==> src/rtl/bgt_pkg.sv <==
package bgt_pkg;
  localparam int unsigned FRAMING_BYTES = 8;

  typedef enum logic [1:0] {
    ACT_IDLE,
    ACT_OPEN,
    ACT_EXTEND,
    ACT_SPLIT
  } pkt_act_e;
endpackage

==> src/rtl/bgt_gap_judge.sv <==
module bgt_gap_judge #(
  parameter int TS_W  = 64,
  parameter int LEN_W = 14,
  parameter int GAP_W = 16
) (
  input  logic [TS_W-1:0]  prev_ts,
  input  logic [LEN_W-1:0] prev_len,
  input  logic [TS_W-1:0]  cur_ts,
  input  logic [GAP_W-1:0] gap_max,
  output logic             extend
);
  import bgt_pkg::*;

  localparam int DIFF_W = TS_W + 1;
  localparam int LIM_W  = GAP_W + 1;

  logic [TS_W-1:0]   ts_delta;
  logic [DIFF_W-1:0] gap_full;
  logic [LIM_W-1:0]  lim_sum;
  logic [GAP_W-1:0]  limit;

  always_comb begin
    // modulo subtraction handles wrap of the time counter
    ts_delta = cur_ts - prev_ts;
    gap_full = {1'b0, ts_delta} - DIFF_W'(prev_len);
    // register excludes preamble/delimiter; add it back, saturating
    lim_sum  = LIM_W'(gap_max) + LIM_W'(FRAMING_BYTES);
    limit    = lim_sum[GAP_W] ? '1 : lim_sum[GAP_W-1:0];
    // negative gap (borrow) is treated as zero, i.e. continuation
    extend   = gap_full[TS_W] | (gap_full[TS_W-1:0] <= TS_W'(limit));
  end
endmodule

==> src/rtl/bgt_accum.sv <==
module bgt_accum #(
  parameter int TS_W   = 64,
  parameter int LEN_W  = 14,
  parameter int GAP_W  = 16,
  parameter int PKT_W  = 32,
  parameter int BYTE_W = 48
) (
  input  logic              clk,
  input  logic              rst_n,
  input  logic              enable,
  input  logic              take,
  input  logic [TS_W-1:0]   cur_ts,
  input  logic [LEN_W-1:0]  cur_len,
  input  logic [GAP_W-1:0]  gap_max,
  input  logic              flush_take,
  output logic              emit,
  output logic [PKT_W-1:0]  emit_pkts,
  output logic [BYTE_W-1:0] emit_bytes
);
  import bgt_pkg::*;

  localparam int BSUM_W = BYTE_W + 1;

  logic              open_q;
  logic [PKT_W-1:0]  pkts_q;
  logic [BYTE_W-1:0] bytes_q;
  logic [TS_W-1:0]   prev_ts_q;
  logic [LEN_W-1:0]  prev_len_q;
  logic              extend;
  pkt_act_e          act;
  logic [PKT_W-1:0]  pkts_inc;
  logic [BSUM_W-1:0] bytes_sum;
  logic [BYTE_W-1:0] bytes_inc;

  bgt_gap_judge #(.TS_W(TS_W), .LEN_W(LEN_W), .GAP_W(GAP_W)) u_judge (
    .prev_ts (prev_ts_q),
    .prev_len(prev_len_q),
    .cur_ts  (cur_ts),
    .gap_max (gap_max),
    .extend  (extend)
  );

  always_comb begin
    if (!take)        act = ACT_IDLE;
    else if (!open_q) act = ACT_OPEN;
    else if (extend)  act = ACT_EXTEND;
    else              act = ACT_SPLIT;
    pkts_inc  = (pkts_q == '1) ? pkts_q : pkts_q + PKT_W'(1);
    bytes_sum = {1'b0, bytes_q} + BSUM_W'(cur_len);
    bytes_inc = bytes_sum[BYTE_W] ? '1 : bytes_sum[BYTE_W-1:0];
    emit      = enable & ((act == ACT_SPLIT) | (flush_take & open_q & ~take));
  end

  assign emit_pkts  = pkts_q;
  assign emit_bytes = bytes_q;

  always_ff @(posedge clk) begin
    if (!rst_n) begin
      open_q     <= 1'b0;
      pkts_q     <= '0;
      bytes_q    <= '0;
      prev_ts_q  <= '0;
      prev_len_q <= '0;
    end else if (!enable) begin
      open_q <= 1'b0;
    end else begin
      unique case (act)
        ACT_OPEN, ACT_SPLIT: begin
          open_q     <= 1'b1;
          pkts_q     <= PKT_W'(1);
          bytes_q    <= BYTE_W'(cur_len);
          prev_ts_q  <= cur_ts;
          prev_len_q <= cur_len;
        end
        ACT_EXTEND: begin
          pkts_q     <= pkts_inc;
          bytes_q    <= bytes_inc;
          prev_ts_q  <= cur_ts;
          prev_len_q <= cur_len;
        end
        default: begin
          if (flush_take) open_q <= 1'b0;
        end
      endcase
    end
  end

  assert_open_silent_R3: assert property (@(posedge clk) disable iff (!rst_n)
    (take && !open_q) |-> !emit);
  assert_pkt_sat_R7: assert property (@(posedge clk) disable iff (!rst_n)
    (take && open_q && extend && pkts_q == '1) |=> (pkts_q == '1));
  assert_emit_nonempty_R2: assert property (@(posedge clk) disable iff (!rst_n)
    emit |-> (pkts_q != '0));
endmodule

==> src/rtl/bgt_out_slot.sv <==
module bgt_out_slot #(
  parameter int PKT_W  = 32,
  parameter int BYTE_W = 48
) (
  input  logic              clk,
  input  logic              rst_n,
  input  logic              load,
  input  logic [PKT_W-1:0]  load_pkts,
  input  logic [BYTE_W-1:0] load_bytes,
  input  logic              out_ready,
  output logic              out_valid,
  output logic [PKT_W-1:0]  out_pkts,
  output logic [BYTE_W-1:0] out_bytes,
  output logic              free
);
  assign free = ~out_valid | out_ready;

  always_ff @(posedge clk) begin
    if (!rst_n) begin
      out_valid <= 1'b0;
      out_pkts  <= '0;
      out_bytes <= '0;
    end else if (load) begin
      out_valid <= 1'b1;
      out_pkts  <= load_pkts;
      out_bytes <= load_bytes;
    end else if (out_ready) begin
      out_valid <= 1'b0;
    end
  end

  assert_hold_stable_R8: assert property (@(posedge clk) disable iff (!rst_n)
    (out_valid && !out_ready) |=> (out_valid && $stable(out_pkts) && $stable(out_bytes)));
  assert_no_clobber_R8: assert property (@(posedge clk) disable iff (!rst_n)
    load |-> (!out_valid || out_ready));
endmodule

==> src/rtl/burst_gap_tracker.sv <==
module burst_gap_tracker #(
  parameter int TS_W   = 64,
  parameter int LEN_W  = 14,
  parameter int GAP_W  = 16,
  parameter int PKT_W  = 32,
  parameter int BYTE_W = 48
) (
  input  logic              clk,
  input  logic              rst_n,
  input  logic              enable,
  input  logic              flush,
  input  logic [GAP_W-1:0]  gap_max,
  input  logic              in_valid,
  output logic              in_ready,
  input  logic [TS_W-1:0]   in_ts,
  input  logic [LEN_W-1:0]  in_len,
  output logic              out_valid,
  input  logic              out_ready,
  output logic [PKT_W-1:0]  out_pkts,
  output logic [BYTE_W-1:0] out_bytes
);
  logic              slot_free;
  logic              take;
  logic              flush_take;
  logic              emit;
  logic [PKT_W-1:0]  emit_pkts;
  logic [BYTE_W-1:0] emit_bytes;

  assign in_ready   = ~enable | (slot_free & ~flush);
  assign take       = enable & in_valid & in_ready;
  assign flush_take = enable & flush & slot_free;

  bgt_accum #(
    .TS_W(TS_W), .LEN_W(LEN_W), .GAP_W(GAP_W), .PKT_W(PKT_W), .BYTE_W(BYTE_W)
  ) u_accum (
    .clk       (clk),
    .rst_n     (rst_n),
    .enable    (enable),
    .take      (take),
    .cur_ts    (in_ts),
    .cur_len   (in_len),
    .gap_max   (gap_max),
    .flush_take(flush_take),
    .emit      (emit),
    .emit_pkts (emit_pkts),
    .emit_bytes(emit_bytes)
  );

  bgt_out_slot #(.PKT_W(PKT_W), .BYTE_W(BYTE_W)) u_slot (
    .clk       (clk),
    .rst_n     (rst_n),
    .load      (emit),
    .load_pkts (emit_pkts),
    .load_bytes(emit_bytes),
    .out_ready (out_ready),
    .out_valid (out_valid),
    .out_pkts  (out_pkts),
    .out_bytes (out_bytes),
    .free      (slot_free)
  );

  assert_stall_blocks_R8: assert property (@(posedge clk) disable iff (!rst_n)
    (enable && out_valid && !out_ready) |-> !in_ready);
  assert_flush_blocks_R6: assert property (@(posedge clk) disable iff (!rst_n)
    (enable && flush) |-> !take);
  assert_disabled_quiet_R9: assert property (@(posedge clk) disable iff (!rst_n)
    !enable |-> !emit);
endmodule

==> config.mk <==
export PLATFORM = sky130hd
export DESIGN_NAME = burst_gap_tracker
export DESIGN_NICKNAME = d
export VERILOG_FILES = /design/src/rtl/bgt_pkg.sv /design/src/rtl/bgt_gap_judge.sv /design/src/rtl/bgt_accum.sv /design/src/rtl/bgt_out_slot.sv /design/src/rtl/burst_gap_tracker.sv
export SDC_FILE = /design/constraint.sdc
export NUM_CORES = 1
export LEC_CHECK = 0
export ABC_AREA = 1
export BUFFER_PORTS_ARGS = -buffer_cell sky130_fd_sc_hd__buf_4
export CORE_ASPECT_RATIO = 1.25
export CORE_MARGIN = 1
export CORE_UTILIZATION = 30
export DETAILED_ROUTE_END_ITERATION = 12
export PLACE_DENSITY = 0.55
export RECOVER_POWER = 50
export SLEW_MARGIN = 20
export SYNTH_ARGS = -nofsm -noshare
export SYNTH_HDL_FRONTEND = slang
export SYNTH_SLANG_ARGS = --single-unit
==> constraint.sdc <==
create_clock -name clk -period 13.3 [get_ports clk]
set_input_delay 1.33 -clock clk [delete_from_list [all_inputs] [get_ports clk]]
set_output_delay 1.33 -clock clk [all_outputs]
set_load 0.01 [all_outputs]
==> results_dict.tcl, run 1 <==
set metrics [dict create \
    final_cell_mix "1138 x nand2_1, 557 x inv_1, 529 x nor2_1, 252 x a21oi_1, 240 x dfxtp_1" \
    crit_path_start_kind "input port" \
    core_um2 69700 \
    powerDensity_nw_per_um2 103 \
    multiInputGateArea_um2 14000 \
    drive_gt1_share_pct 6.08 \
    syn_nets 3971 \
    synthCells 3759 \
    finClkSkew_ps 15.3 \
    drc 0 \
    io_pins 182 \
    ys_seq_elements 240 \
    overflow 0 \
    whs_ps 456 \
    tns_ps 0 \
    crit_start "out_ready" \
    reg2reg_depth 11 \
    nFillCells 8099 \
    num_rows 108 \
    seqCellArea_um2 4800 \
    nets 4107 \
    wire_per_inst_um 15.7 \
    tightest_slew_ps 3150 \
    hold_viol 0 \
    start_util_pct 30.5 \
    grtUsageTotal_pct 20.9 \
    ys_seq_area_share_pct 22.6 \
    cts-resized-gates 0 \
    finalWirelength_um 76400 \
    fin_crit_sh_pct 55.5 \
    vias 23200 \
    die_h_um 300 \
    final_max_slew_viol_count 248 \
    gp_congestion 0.933 \
    post_cts_buffers 0 \
    io_buffers 181 \
    ys_warn_count 0 \
    path_clk_slew_ps 60 \
    min_path_type "reg -> reg" \
    max_cap_viol_count 4 \
    outcome "finished, violations left" \
    cp.arrival_ps 7890 \
    yosys_most_used_dff "dfxtp_1" \
    setup-violations-final 0 \
    hold_buffers 0 \
    die_x_um 240 \
    crit_path_max_fanout 84 \
    grt_max_degree 89 \
    ys_async_sr_fraction_pct 0 \
    syn-mean-instance-area_um2 5.66 \
    clk_root_buffer_cell "clkbuf_16" \
    irDropWorstVdd_mv 0.0808 \
    area_delta_synth_final_pct 13.8 \
    firstDrtPassIters 6 \
    viasPerCell 4.78 \
    dieArea_um2 72000 \
    ant_nets 0 \
    final_common_cell "nand2_1" \
    final_core_util_pct 34.7 \
    insertedDiodeCount 0 \
    finalCriticalPeriod_ps 7380 \
    max_slew_margin_pct -110 \
    r2r-end "u_accum.emit_pkts[23]" \
    synth_cell_types 52 \
    cts_tree "done" \
    rsz0062_at_grt "false" \
    cts.sinks 240 \
    end_kind "register" \
    numCtsBuffers 29 \
    clkLatencyLatePin_ps 580 \
    synth_edf_count 0 \
    dpl.hpwl_um 62700 \
    grt_pass1_vias 22200 \
    p_leak_uw 0.0112 \
    htree_levels 1 \
    cp.required_ps 13810 \
    failed_checks "max-capacitance violations, max-slew violations" \
    clk_path_buf_depth 3 \
    worstSetupPathType "in -> reg" \
    drtIter0Drc 1158 \
    fmax_mhz 136 \
    grt_pass1_wl_um 119000 \
    antenna_found_initial 1 \
    syn-cell-area_um2 21300 \
    r2r_slack_ps 6480 \
    rr_startpoint "u_slot.out_valid" \
    crit_path_end "u_accum.emit_pkts[23]" \
]
[how the worst min path moves through the flow]
stage                                startpoint  cells after the start                     to  slack (ps)
after CTS                 u_accum.prev_ts_q[14]                      2  u_accum.prev_ts_q[14]         460
after global routing      u_accum.prev_ts_q[35]                      2  u_accum.prev_ts_q[35]         470
after detailed placement   u_accum.prev_ts_q[7]                      2   u_accum.prev_ts_q[7]         450
after floorplan           u_accum.prev_ts_q[10]                      2  u_accum.prev_ts_q[10]         430
after global placement    u_accum.prev_ts_q[26]                      2  u_accum.prev_ts_q[26]         440
final                     u_accum.prev_ts_q[39]                      2  u_accum.prev_ts_q[39]         460
[final cells by class]
class,count,share of cell area (%)
Clock buffer,36,3.23
Tap cell,935,4.84
Multi-Input combinational cell,2868,57.7
Timing Repair Buffer,192,4.62
Inverter,564,8.75
Clock inverter,15,0.988
Sequential cell,240,19.9
[cell families after synthesis]
kind of cell    synth area share [%]
mux                           0.0471
fa+ha+maj                       6.70
buf+inv                         11.7
simple gates                    41.8
compound gates                  13.7
xor+xnor                        3.42
flops                           22.6
[routing by layer]
layer / routed length, um / share of wire (%) / track usage, %
met5: 13 / 0.017 / 0
met4: 2950 / 3.9 / 7.98
met3: 2820 / 3.7 / 1.87
met2: 38700 / 51 / 39.1
met1: 31900 / 42 / 24.2
[registers in the layout, indices dropped and copies added (netlist names)]
signal / flops
u_accum.emit_bytes: 48
u_slot.out_pkts: 32
u_slot.out_bytes: 48
u_accum.open_q: 1
u_accum.emit_pkts: 32
u_accum.prev_len_q: 14
u_slot.out_valid: 1
u_accum.prev_ts_q: 64
[synth_stat cells, types with 6 or more instances]
cell	n	area share [%]
inv_1	558	9.8
nor2_2	32	0.94
clkbuf_2	6	0.14
nand3b_1	22	0.78
o21ai_0	223	5.2
clkbuf_1	57	1.0
xnor2_1	26	1.1
xor2_1	57	2.3
nor2_1	529	9.3
a21oi_1	252	5.9
dfxtp_1	240	23
nand2_1	1138	20
nor4_1	19	0.56
nor3_1	54	1.3
o21ai_1	15	0.35
o21bai_1	22	0.78
ha_1	109	6.4
nand4_1	64	1.9
o22ai_1	11	0.32
buf_2	18	0.42
nand3_1	215	5.1
nand2_2	22	0.65
nand3_2	9	0.42
[through the flow]
stage / power (uW) / std cells / area [um^2] / worst slack (ps)
6_report: 2490 / 4850 / 24200 / 5920
5_1_grt: 2670 / 4850 / 24200 / 5150
4_1_cts: 2530 / 4850 / 24500 / 5890
3_5_place_dp: 1640 / 4799 / 23500 / 5270
3_3_place_gp: 1640 / 4799 / 23500 / 5380
2_1_floorplan: 1390 / 3759 / 21300 / 7460
[worst max-delay path, cell delays in order]
cell	delay [ps]
clkbuf_4	100
inv_1	30
nand2_1	80
a21boi_0	90
inv_1	80
nand3_1	1330
clkbuf_1	1470
inv_1	250
clkbuf_1	1730
nand2_2	920
nor2_1	290
nor2_1	70
nor2_1	80
[report_power, final]
part	internal, uW	switching, uW	leakage (uW)
Clock	530	334	0.000489
Sequential	742	9.62	0.00195
Combinational	288	591	0.00875
Total	1560	934	0.0112
(Power assumes the default switching activity.)
==> inputs of run 2 (changes only) <==
==> constraint.sdc (replaced) <==
create_clock -name clk -period 7.6 [get_ports clk]
set_input_delay 0.76 -clock clk [delete_from_list [all_inputs] [get_ports clk]]
set_output_delay 0.76 -clock clk [all_outputs]
set_load 0.01 [all_outputs]
==> run 2 against run 1 <==
Clock skew increased by 3.1 ps. Critical endpoint is now u_accum.emit_bytes[19]. Non-clock buffer count is 2 higher. Highest routed layer unchanged. First-iteration DRC count grew 0.60%. The flow still finishes with violations (max-capacitance violations, max-slew violations). Die area unchanged. Critical path depth up 21. Global-route usage is essentially flat. Total power is 73% higher. Clock power rose by 69%. Largest power group unchanged. Critical path type unchanged.
==> results_dict.tcl, run 2 (same netlist as run 1, synthesis figures left out) <==
set metrics [dict create \
    num_rows 108 \
    end_kind "register" \
    nFillCells 8155 \
    crit_path_start_kind "input port" \
    die_x_um 240 \
    fin_crit_sh_pct 81.9 \
    die_h_um 300 \
    final_cell_mix "1138 x nand2_1, 557 x inv_1, 529 x nor2_1, 252 x a21oi_1, 240 x dfxtp_1" \
    worstSetupPathType "in -> reg" \
    vias 23000 \
    overflow 0 \
    firstDrtPassIters 6 \
    cp.required_ps 8100 \
    failed_checks "max-capacitance violations, max-slew violations" \
    crit_path_max_fanout 27 \
    grt_max_degree 95 \
    irDropWorstVdd_mv 0.115 \
    max_cap_viol_count 2 \
    finalWirelength_um 76600 \
    powerDensity_nw_per_um2 178 \
    drive_gt1_share_pct 6.05 \
    clk_path_buf_depth 3 \
    largest_reg_flops 64 \
    grt_pass1_wl_um 119000 \
    rsz0062_at_grt "false" \
    numCtsBuffers 28 \
    grtUsageTotal_pct 20.9 \
    post_cts_buffers 0 \
    clkLatencyLatePin_ps 590 \
    hold_buffers 0 \
    dpl.hpwl_um 62600 \
    p_leak_uw 0.0112 \
    place_inst 4801 \
    final_common_cell "nand2_1" \
    cts.sinks 240 \
    tightest_slew_ps 3760 \
    crit_buf_inv 5 \
    grt_pass1_vias 22200 \
    io_buffers 181 \
    htree_levels 1 \
    place_area_um2 23500 \
    nets 4108 \
    cpMostUsedCell "nand2_1" \
    ant_nets 0 \
    largest_register "u_accum.prev_ts_q" \
    hold_viol 0 \
    core_um2 69700 \
    cts-resized-gates 0 \
    totalPowerFinal_uw 4310 \
    path_clk_slew_ps 60 \
    max_slew_margin_pct -151 \
    slowest_stage "clkbuf_1" \
    area_delta_synth_final_pct 13.7 \
    dieArea_um2 72000 \
    viasPerCell 4.75 \
    cp.arrival_ps 6730 \
    fmax_mhz 161 \
    finClkSkew_ps 18.4 \
    wire_per_inst_um 15.8 \
    setup-violations-final 0 \
    final_max_slew_viol_count 174 \
    critPathMaxStageDelay_ps 930 \
    drtIter0Drc 1165 \
    path_delay_family "simple AND/OR/NAND/NOR gates" \
    tns_ps 0 \
    start_util_pct 30.5 \
    outcome "finished, violations left" \
    gp_congestion 0.939 \
    drc 0 \
    instances_no_fill 4853 \
    min_path_type "in -> reg" \
    finalCriticalPeriod_ps 6230 \
    clk_root_buffer_cell "clkbuf_16" \
    io_pins 182 \
    postLayoutCellArea_um2 24200 \
    cts_tree "done" \
    antenna_found_initial 2 \
    final_core_util_pct 34.7 \
]
==> run 2: stage by stage <==
step | hold WS, ps | setup slack, ps
after CTS | 413 | 1440
final | 449 | 1370
after global routing | 453 | 690
after floorplan | 433 | 2330
after detailed placement | 451 | 848
after global placement | 443 | 960
==> run 2: final timing paths <==
check	startpoint	endpoint	slack, ps	cells past startpoint
max	in_ts[0]	u_accum.emit_bytes[19]	1370	34
max reg2reg	u_accum.prev_ts_q[0]	u_accum.emit_bytes[19]	1380	32
min	in_ts[0]	u_accum.prev_ts_q[0]	450	3
min reg2reg	u_accum.prev_ts_q[27]	u_accum.prev_ts_q[27]	460	2
==> run 2: worst register-to-register path: cells and delay by family (launching register included) <==
kind                     cells  cell delay, ps
adder cells (fa/ha/maj)      4            1280
AND/OR/NAND/NOR             16            1850
flip-flops                   1             310
AO/OA/AOI/OAI                7            1250
XOR/XNOR                     2             370
buffers and inverters        3            1070
==> run 2: area by class of cell <==
type | count | area (um^2) | share of cell area [%]
diodes | 1 | 2.50 | 0.0104
clock buffers | 41 | 811 | 3.35
clock inverters | 10 | 163 | 0.673
inverters | 564 | 2120 | 8.76
multi-input cells | 2868 | 14000 | 57.8
flip-flops and latches | 240 | 4800 | 19.9
well taps | 935 | 1170 | 4.84
repair buffers | 194 | 1140 | 4.71
==> run 2: layer usage <==
metal	vias to the layer above	share of wire (%)	GRT usage, %
met5	-	0.014	0
met4	2	4.8	9.57
met3	166	3.9	2.31
met1	10200	42	24.4
li1	12200	-	-
met2	459	49	37.8
==> run 2: where the power goes <==
group | internal, uW | switching [uW]
clock | 871 | 585
sequential | 1300 | 17.2
combinational | 505 | 1030
total | 2680 | 1640
==> inputs of run 3 (changes only) <==
==> constraint.sdc (replaced) <==
create_clock -name clk -period 6.2 [get_ports clk]
set_input_delay 0.62 -clock clk [delete_from_list [all_inputs] [get_ports clk]]
set_output_delay 0.62 -clock clk [all_outputs]
set_load 0.01 [all_outputs]
==> run 3 against run 2 <==
Sequential share of layout area fell by 0.14 points. Hold slack got worse by 140 ps. Critical endpoint is now u_accum.emit_bytes[26]. Highest routed layer is now met4. Combinational power rose by 24%. Sequential power rose by 22%. Non-clock buffer count rose by 16. Clock skew fell by 1.3 ps. Clock power rose by 21%. Clock-buffer cell count fell by 5. The flow still finishes with violations (max-capacitance violations, max-slew violations). Critical path depth did not move. Wire length fell by 1.4%. Design area rose by 0.70%.
==> results_dict.tcl, run 3 (same netlist as run 1, synthesis figures left out) <==
set metrics [dict create \
    outcome "finished, violations left" \
    failed_checks "max-capacitance violations, max-slew violations" \
    io_buffers 181 \
    p_int_uw 3230 \
    drc 0 \
    overflow 0 \
    ant_nets 0 \
    tns_ps 0 \
    instances_no_fill 4868 \
    max_cap_viol_count 1 \
    slowest_stage "fa_1" \
    clkLatencyLatePin_ps 590 \
    nFillCells 8084 \
    r2r_slack_ps 690 \
    gp_congestion 0.936 \
    fin_crit_sh_pct 88.9 \
    insertedDiodeCount 0 \
    switching_share_pct 38.8 \
    met1_usage_pct 24.5 \
    worstHoldEndpoint "u_accum.prev_ts_q[63]" \
    firstDrtPassIters 5 \
    num_rows 108 \
    hold_viol 0 \
    powerDensity_nw_per_um2 217 \
    end_kind "register" \
    vias 23200 \
    area_delta_synth_final_pct 14.5 \
    die_x_um 240 \
    hold_start "in_ts[63]" \
    use_met2_pct 38.3 \
    htree_levels 1 \
    fmax_mhz 181 \
    post_cts_buffers 0 \
    p_seq_share_pct 30.6 \
    finalWirelength_um 75500 \
    path_clk_slew_ps 60 \
    core_um2 69700 \
    finClkSkew_ps 17.1 \
    cts.sinks 240 \
    drtIter0Drc 1233 \
    final_max_slew_viol_count 80 \
    grt.met3_usage_pct 1.95 \
    clk_root_buffer_cell "clkbuf_16" \
    largest_register "u_accum.prev_ts_q" \
    dpl.hpwl_um 62100 \
    die_h_um 300 \
    drive_gt1_share_pct 6.66 \
    tightest_slew_ps 2880 \
    p_comb_share_pct 36.1 \
    wire_per_inst_um 15.5 \
    place_inst 4817 \
    busiest_layer "met2" \
    crit_start "u_accum.prev_ts_q[0]" \
    cp.required_ps 6710 \
    setup-violations-final 0 \
    largest_reg_flops 64 \
    io_pins 182 \
    finalCriticalPeriod_ps 5510 \
    multiInputGateArea_um2 14000 \
    crit_path_start_kind "register" \
    crit_path_max_fanout 27 \
    grt_max_degree 91 \
    worstHoldPathCells 3 \
    rr_startpoint "u_accum.prev_ts_q[0]" \
    cp.arrival_ps 6020 \
    p_leak_uw 0.0113 \
    irDropWorstVdd_mv 0.181 \
    reg2reg_depth 34 \
    clk_path_buf_depth 3 \
    max_slew_margin_pct -91.8 \
    final_cell_mix "1138 x nand2_1, 557 x inv_1, 529 x nor2_1, 252 x a21oi_1, 240 x dfxtp_1" \
    critPathMaxStageDelay_ps 420 \
    start_util_pct 30.5 \
    antenna_found_initial 0 \
    numCtsBuffers 28 \
    grt_pass1_wl_um 119000 \
    min_path_type "in -> reg" \
    nets 4124 \
    pwr-share-clk_pct 33.3 \
    r2r-end "u_accum.emit_bytes[26]" \
    cts_tree "done" \
    final_common_cell "nand2_1" \
    worstSetupPathType "reg -> reg" \
    viasPerCell 4.76 \
    switching_power_uw 2050 \
    seqCellArea_um2 4800 \
    rsz0062_at_grt "false" \
    cpMostUsedCell "nand2_1" \
    grtUsageTotal_pct 20.8 \
    grt_pass1_vias 22200 \
    dieArea_um2 72000 \
]
run 3: changes by cell type in the layout (fill, tap and decap cells not counted), sizes merged:
| cell | before | now |
|---|---|---|
| buf | 109 | 127 |
| bufinv | 4 | 2 |
| clkbuf | 126 | 119 |
| clkinv | 6 | 9 |
| clkinvlp | 2 | 4 |
| diode | 1 | 0 |
| inv | 562 | 564 |
run 3: worst max-delay path: cells and delay by family, from the launching register on:
kind,cells,cell delay [ps]
simple gates,17,1750
buf+inv,4,430
xor+xnor,2,390
compound gates,7,1230
flops,1,310
fa+ha+maj,4,1280
run 3: power by group through the flow:
stage / registers [uW] / clock network (uW) / logic (uW)
floorplan: 1650 / 0 / 1340
global placement: 1650 / 0 / 1900
detailed placement: 1650 / 0 / 1900
CTS: 1610 / 1820 / 1910
global route: 1620 / 1880 / 2170
finish: 1610 / 1760 / 1910
run 3: how the worst max path moves through the flow:
stage                                   to  slack, ps
finish              u_accum.emit_bytes[26]        690
global route           u_slot.out_pkts[20]         10
CTS                   u_accum.emit_pkts[6]        570
detailed placement    u_accum.emit_pkts[6]        110
global placement     u_accum.emit_pkts[13]        270
floorplan              u_slot.out_bytes[0]       1070
run 3: per-layer routing:
layer,routed length [um],up-vias
li1,-,12200
met1,31800,10300
met2,37800,480
met3,3090,128
met4,2770,0
met5,0,-
run 3: layout make-up:
class / instances / area share (%)
inverter: 564 / 8.70
clock buffer: 36 / 3.34
clock inverter: 15 / 0.632
multi-input combinational: 2868 / 57.4
timing repair buffer: 210 / 5.35
tap: 935 / 4.81
sequential: 240 / 19.7
run 3: stage by stage:
stage                     power [uW]  setup slack [ps]  utilization (%)  area [um^2]  hold WS (ps)
after floorplan                 2980              1070                -        21300           433
after global placement          3550               265             34.0        23700           444
after detailed placement        3550               112             34.0        23700           450
after CTS                       5350               568             35.3        24600           276
after global routing            5660              12.0             34.9        24300           292
final                           5280               687             34.9        24300           313
run 3: timing repair:
action | in CTS | in global routing
hold buffers | 0 | 0
endpoints found under the hold margin | 0 | 0
gates resized for setup | 0 | 1
endpoints found under the setup margin | 0 | 3
